File: src/rtl/xchg_pkg.sv
package xchg_pkg;
  typedef enum logic {HALF_LO = 1'b0, HALF_HI = 1'b1} half_e;

  // active-low load strobe decoded into a capture decision
  function automatic logic load_now(input logic en_n);
    return (en_n == 1'b0);
  endfunction

  // drive enable seen at the port from a registered active-low request
  function automatic logic drive_on(input logic req_q_n);
    return (req_q_n == 1'b0);
  endfunction
endpackage

File: src/rtl/xchg_pack.sv
module xchg_pack #(
  parameter int W = 12
) (
  input  logic         clk,
  input  logic         rst_n,
  input  logic [W-1:0] d,
  input  logic         first_en_n,
  input  logic         pair_en_n,
  output logic [W-1:0] lo_q,
  output logic [W-1:0] hi_q
);
  logic [W-1:0] stage_q;
  logic         first_fire;
  logic         pair_fire;

  assign first_fire = xchg_pkg::load_now(first_en_n);
  assign pair_fire  = xchg_pkg::load_now(pair_en_n);

  always_ff @(posedge clk) begin
    if (!rst_n) begin
      stage_q <= '0;
      lo_q    <= '0;
      hi_q    <= '0;
    end else begin
      if (first_fire) stage_q <= d;
      if (pair_fire) begin
        lo_q <= stage_q;
        hi_q <= d;
      end
    end
  end

  AST_STAGE_HOLD: assert property (@(posedge clk) disable iff (!rst_n)
    first_en_n |=> $stable(stage_q));
  AST_PAIR_LO: assert property (@(posedge clk) disable iff (!rst_n)
    !pair_en_n |=> lo_q == $past(stage_q));
  AST_PAIR_HI: assert property (@(posedge clk) disable iff (!rst_n)
    !pair_en_n |=> hi_q == $past(d));
  AST_PAIR_HOLD: assert property (@(posedge clk) disable iff (!rst_n)
    pair_en_n |=> ($stable(lo_q) && $stable(hi_q)));
endmodule

File: src/rtl/xchg_return.sv
module xchg_return #(
  parameter int W = 12
) (
  input  logic            clk,
  input  logic            rst_n,
  input  logic [W-1:0]    lo_d,
  input  logic [W-1:0]    hi_d,
  input  logic            lo_en_n,
  input  logic            hi_en_n,
  input  xchg_pkg::half_e pick,
  output logic [W-1:0]    q
);
  logic [W-1:0] lo_r;
  logic [W-1:0] hi_r;

  always_ff @(posedge clk) begin
    if (!rst_n) begin
      lo_r <= '0;
      hi_r <= '0;
    end else begin
      if (xchg_pkg::load_now(lo_en_n)) lo_r <= lo_d;
      if (xchg_pkg::load_now(hi_en_n)) hi_r <= hi_d;
    end
  end

  always_comb begin
    case (pick)
      xchg_pkg::HALF_HI: q = hi_r;
      default:           q = lo_r;
    endcase
  end

  AST_LO_CAP: assert property (@(posedge clk) disable iff (!rst_n)
    !lo_en_n |=> lo_r == $past(lo_d));
  AST_LO_HOLD: assert property (@(posedge clk) disable iff (!rst_n)
    lo_en_n |=> $stable(lo_r));
  AST_HI_CAP: assert property (@(posedge clk) disable iff (!rst_n)
    !hi_en_n |=> hi_r == $past(hi_d));
  AST_HI_HOLD: assert property (@(posedge clk) disable iff (!rst_n)
    hi_en_n |=> $stable(hi_r));
endmodule

File: src/rtl/xchg_dir.sv
module xchg_dir (
  input  logic clk,
  input  logic rst_n,
  input  logic a_req_n,
  input  logic b_req_n,
  output logic a_oe,
  output logic b_oe
);
  logic a_req_q_n;
  logic b_req_q_n;

  always_ff @(posedge clk) begin
    if (!rst_n) begin
      a_req_q_n <= 1'b1;
      b_req_q_n <= 1'b1;
    end else begin
      a_req_q_n <= a_req_n;
      b_req_q_n <= b_req_n;
    end
  end

  assign a_oe = xchg_pkg::drive_on(a_req_q_n);
  assign b_oe = xchg_pkg::drive_on(b_req_q_n);

  AST_RESET_OFF: assert property (@(posedge clk)
    !rst_n |=> (!a_oe && !b_oe));
  AST_A_DIR_SYNC: assert property (@(posedge clk) disable iff (!rst_n)
    rst_n |=> a_oe == !$past(a_req_n));
  AST_B_DIR_SYNC: assert property (@(posedge clk) disable iff (!rst_n)
    rst_n |=> b_oe == !$past(b_req_n));
endmodule

File: src/rtl/bus_pair_xchg.sv
module bus_pair_xchg #(
  parameter int W = 12
) (
  input  logic         clk,
  input  logic         rst_n,
  input  logic [W-1:0] a_in,
  input  logic         ld_first_n,
  input  logic         ld_pair_n,
  output logic [W-1:0] lo_out,
  output logic [W-1:0] hi_out,
  output logic         b_oe,
  input  logic         b_drv_n,
  input  logic [W-1:0] lo_in,
  input  logic [W-1:0] hi_in,
  input  logic         cap_lo_n,
  input  logic         cap_hi_n,
  input  logic         pick_hi,
  output logic [W-1:0] a_out,
  output logic         a_oe,
  input  logic         a_drv_n
);
  xchg_pkg::half_e pick;
  assign pick = xchg_pkg::half_e'(pick_hi);

  xchg_pack #(.W(W)) u_pack (
    .clk(clk), .rst_n(rst_n), .d(a_in),
    .first_en_n(ld_first_n), .pair_en_n(ld_pair_n),
    .lo_q(lo_out), .hi_q(hi_out)
  );

  xchg_return #(.W(W)) u_ret (
    .clk(clk), .rst_n(rst_n), .lo_d(lo_in), .hi_d(hi_in),
    .lo_en_n(cap_lo_n), .hi_en_n(cap_hi_n), .pick(pick), .q(a_out)
  );

  xchg_dir u_dir (
    .clk(clk), .rst_n(rst_n), .a_req_n(a_drv_n), .b_req_n(b_drv_n),
    .a_oe(a_oe), .b_oe(b_oe)
  );

  AST_CLEAR_LO: assert property (@(posedge clk)
    !rst_n |=> (lo_out == '0 && hi_out == '0));
endmodule

File: config.mk
export PLATFORM = sky130hd
export DESIGN_NAME = bus_pair_xchg
export DESIGN_NICKNAME = d
export VERILOG_FILES = /design/src/rtl/xchg_pkg.sv /design/src/rtl/xchg_pack.sv /design/src/rtl/xchg_return.sv /design/src/rtl/xchg_dir.sv /design/src/rtl/bus_pair_xchg.sv
export SDC_FILE = /design/constraint.sdc
export NUM_CORES = 1
export LEC_CHECK = 0
export BUFFER_PORTS_ARGS = -buffer_cell sky130_fd_sc_hd__buf_2
export CORE_UTILIZATION = 45
export CTS_CLUSTER_DIAMETER = 30
export DETAILED_ROUTE_END_ITERATION = 8
export PLACE_DENSITY = 0.73
export SYNTH_ARGS = -nofsm -noshare
export SYNTH_HDL_FRONTEND = slang
export SYNTH_HIERARCHICAL = 1
export SYNTH_SLANG_ARGS = --single-unit
File: constraint.sdc
create_clock -name clk -period 0.8 [get_ports clk]
set_clock_uncertainty 0.15 [all_clocks]
set_input_delay 0.04 -clock clk [delete_from_list [all_inputs] [get_ports clk]]
set_output_delay 0.04 -clock clk [all_outputs]
set_load 0.005 [all_outputs]
[Yosys cells after proc, flatten, opt, wreduce, memory -nomap -nowiden]
Index checks and enable logic that the tools add are counted.
Storage, ports and cells
  flip-flop bits (word level): 62
  output and inout port bits: 38
  logic and storage cells: 10
Cells by class
  multiplexer cells: 1
  bitwise operators: 2
Operators by type and width (count)
  two-way mux 12 bit: 1
  inverter 1 bit: 2

[Depth between registers and ports, before layout]
  depth in word-level cells: 1
  depth in mapped cells: 4

[Cells and area by module]
Netlist, hierarchy kept.
By module, submodules not included
  xchg_pack: instances 1, cells each 115, area an instance 1380.1 um2, seq. area each 720.7 um2
  xchg_return: instances 1, cells each 89, area an instance 1043.5 um2, seq. area each 480.5 um2
  xchg_dir: instances 1, cells each 6, area an instance 60.1 um2, seq. area each 40.0 um2

[Least setup slack after synthesis]
Ideal clock, no wire load.
  kind: input to register
  start: input ld_pair_n
  end: register u_pack.hi_q[10]
  setup time: 0.116 ns
  data arrival time: 0.512 ns
  data required time: 0.534 ns
  setup slack: 0.022 ns
  stages on the path: 4
  cells stage by stage: buf_6 buf_12 mux2i_1 nor2b_1
RTL lines
  from (decl): line bus_pair_xchg.sv:8  | input logic ld_pair_n,
  to (signal assigned): line xchg_pack.sv:23  | hi_q <= '0;
  to (signal assigned): line xchg_pack.sv:28  | hi_q <= d;
  to (decl): line xchg_pack.sv:10  | output logic [W-1:0] hi_q

[Final worst setup path]
  start: register u_ret.lo_r[5]
  end: output a_out[5]
Between the ends
  cells in the longest elaborated chain, start to end: 1
RTL lines
  from (decl): line xchg_return.sv:13  | logic [W-1:0] lo_r;
  from (signal assigned): line xchg_return.sv:21  | if (xchg_pkg::load_now(lo_en_n)) lo_r <= lo_d;
  two-way mux 12 bit: line xchg_return.sv:27  | case (pick)
  to (decl): line bus_pair_xchg.sv:18  | output logic [W-1:0] a_out,
No other way between the ends.

==> impl_metrics.toml <==
[finish]
post-route-util = 0.716
synthToLayoutAreaGrowth_pct = 50.0
num-fill-cells = 389
multi_input_area_sq_um = 1160
drive_gt1_frac = 0.495
stdcell_count = 398
nNetsFinal = 367
seq_area_sq_um = 1300

[yosys]
syn_area_per_cell_sq_um = 11.8
ys_top_cells_by_area = "dfxtp_1, mux2i_1, nor2b_1"
yosysTopAreaCell = "dfxtp_1"
yosysWarnings = 6
ys_types = 10
synth-seq-cells = 62
synth.yosys.seq_area_share = 0.500
synthesis.area_sq_um = 2480
synth_top_area_frac = 0.500
synth.net_count = 255
syn_inst = 210

[sta]
min_period_over_period = 1.54
finalCriticalPeriod_ns = 1.23
slew_violations = 0
rsz0062_at_grt = "yes"
tightestPinTransition_ns = 0.179
max_freq_ghz = 0.812
hold_viol_final = 21
fin_hold_ws_ns = -0.167
slew_headroom = 0.877
finalSetupViolCount = 45
setup_slack_ns = -0.431

[worst_setup_path]
critPathCaptureType = "primary output"
worst-r2r-setup-slack_ns = -0.10
cp-start-kind = "register"
critPathArrivalTime_ns = 1.04
r2r_start = "u_pack/lo_q[2]$_SDFFE_PN0N_"
required_ns = 0.61
crit_fanout = 2
slowest_stage = "dfxtp_2"
rr_endpoint = "u_pack/lo_q[2]$_SDFFE_PN0N_"
critPathKind = "register to primary output"
cp_cell_sequence = "mux2_4 > buf_6"
slowest_delay_ns = 0.32
reg2reg_depth = 3

[detailed_routing]
detailedRoute.firstPassIterationCount = 4
drcViolationCount = 0
drt-initial-drc-count = 55
drt-total-wl_microns = 5360
wl_per_cell_microns = 13.5
viasPerCell = 4.61
ant_nets = 0
vias = 1836

[clock_network]
cts_max_level = 3
cts_tree = "done"
clock_path_buffers = 2
clk_latency_ns = 0.33
numCtsBuffers = 9
path_clk_slew_ns = 0.06
cts_hold_buf = 29
clock-sinks = 62
cts-root-buf = "clkbuf_8"

[power]
total_power_mw = 7.12
ir_drop_mv = 1.70
powerDensity_nw_per_um2 = 1910
p_leak_nw = 1.79

[min_path]
whs_endpoint = "u_pack/hi_q[9]$_SDFFE_PN0N_"
min_from = "a_in[9]"
hold-path-cell-count = 3
min_path_type = "input port to register"

[floorplanning]
start_util = 0.477
num_io_pins = 83
die_w_microns = 76.3
core_area_sq_um = 5200
fp-row-count = 26
die_y_microns = 76.3
die_area_sq_um = 5820

[grt]
antenna_found_initial = 0
grt_overflow = 0
grt_usage = 0.193
first_global_vias = 1913
grt_pass1_wl_microns = 8630
grt_max_degree = 40

[job]
drv_cap = 0

[place]
gp_congestion = 0.695
dpl.cell_count = 360
port_buffers = 82
place_hpwl_microns = 3250

[status]
status = "finished with violations"
violations = "hold timing, setup timing"
## layout by cell type, fill, tap and decap left out
cell type	synthesis	final
inv_2	0	2
mux2i_1	60	59
buf_2	0	51
mux2_2	12	2
mux2_4	0	10
clkbuf_8	0	11
mux2i_2	0	1
buf_12	2	6
dfxtp_1	62	14
buf_6	4	22
clkbuf_1	5	1
nand2b_1	2	2
dfxtp_2	0	48
bufinv_16	0	1
clkinv_2	0	3
nor2b_1	60	60
diode_2	0	1
dlygate4sd3_1	0	25
dlymetal6s4s_1	0	4
buf_4	1	5
## critical path, delay by kind of cell, from the launching register on
| kind | cells | cell delay (ns) |
|---|---|---|
| flip-flops | 1 | 0.32 |
| multiplexers | 1 | 0.27 |
| buffers and inverters | 1 | 0.12 |
## metrics by stage
stage | setup TNS, ns | worst slack [ns] | instance area [sq um]
finish | -9.39 | -0.431 | 3720
detailed placement | -3.59 | -0.138 | 3020
global route | -11.47 | -0.477 | 3720
global placement | -2.73 | -0.115 | 3020
floorplan | 0 | 0.0222 | 2480
CTS | -9.71 | -0.434 | 3630
## per-layer routing
layer | share of wire | GRT usage | vias to the layer above
met5 | 0 | 0 | -
met4 | 0.0050 | 0.0962 | 0
met3 | 0.057 | 0.0838 | 4
met2 | 0.54 | 0.336 | 51
met1 | 0.40 | 0.196 | 860
li1 | - | - | 921
## state kept, by name, indices dropped and copies added, names as in the netlist
name	flops
u_dir/a_req_q_n	1
u_pack/hi_q	12
u_pack/stage_q	12
u_ret/lo_r	12
u_dir/b_req_q_n	1
u_ret/hi_r	12
u_pack/lo_q	12
## worst max-delay path by stage
stage | start | endpoint | slack, ns
CTS | u_ret/lo_r[4]$_SDFFE_PN0N_ | a_out[4] | -0.43
floorplan | ld_pair_n | u_pack/hi_q[10]$_SDFFE_PN0N_ | 0.02
global route | u_ret/lo_r[5]$_SDFFE_PN0N_ | a_out[5] | -0.48
finish | u_ret/lo_r[5]$_SDFFE_PN0N_ | a_out[5] | -0.43
detailed placement | pick_hi | a_out[4] | -0.14
global placement | pick_hi | a_out[0] | -0.12
## Yosys cell counts
cell type,count
buf_12,2
buf_4,1
buf_6,4
clkbuf_1,5
dfxtp_1,62
inv_1,2
mux2_2,12
mux2i_1,60
nand2b_1,2
nor2b_1,60
## repair_timing
action | CTS | global route
setup endpoints to repair | 38 | 75
resized for setup | 45 | 42
endpoints found under the hold margin | 50 | 21
buffers inserted | 2 | 1
## final cells by class
cell class | count | share of cell area
sequential | 62 | 0.349
antenna | 1 | 0.000672
tap | 70 | 0.0235
clock buffer | 12 | 0.0417
timing repair buffer | 113 | 0.258
multi-input combinational | 134 | 0.313
clock inverter | 4 | 0.0121
inverter | 2 | 0.00202
## power breakdown
| part | internal [mW] | leakage, nW | total (mW) | switching, mW |
|---|---|---|---|---|
| combinational | 0.643 | 1.15 | 1.01 | 0.363 |
| sequential | 3.28 | 0.528 | 3.37 | 0.0905 |
| clock | 1.59 | 0.106 | 2.74 | 1.14 |
## cell families (layout without fill, tap and decap cells)
logic type    after synthesis  count (layout)  synth area share
buf+inv                    14             131            0.0479
flops                      62              62             0.500
mux                        72              72             0.296
simple gates               62              62             0.156
other cells                 0               1                 0
No activity file was read; power rests on OpenSTA's default activity.
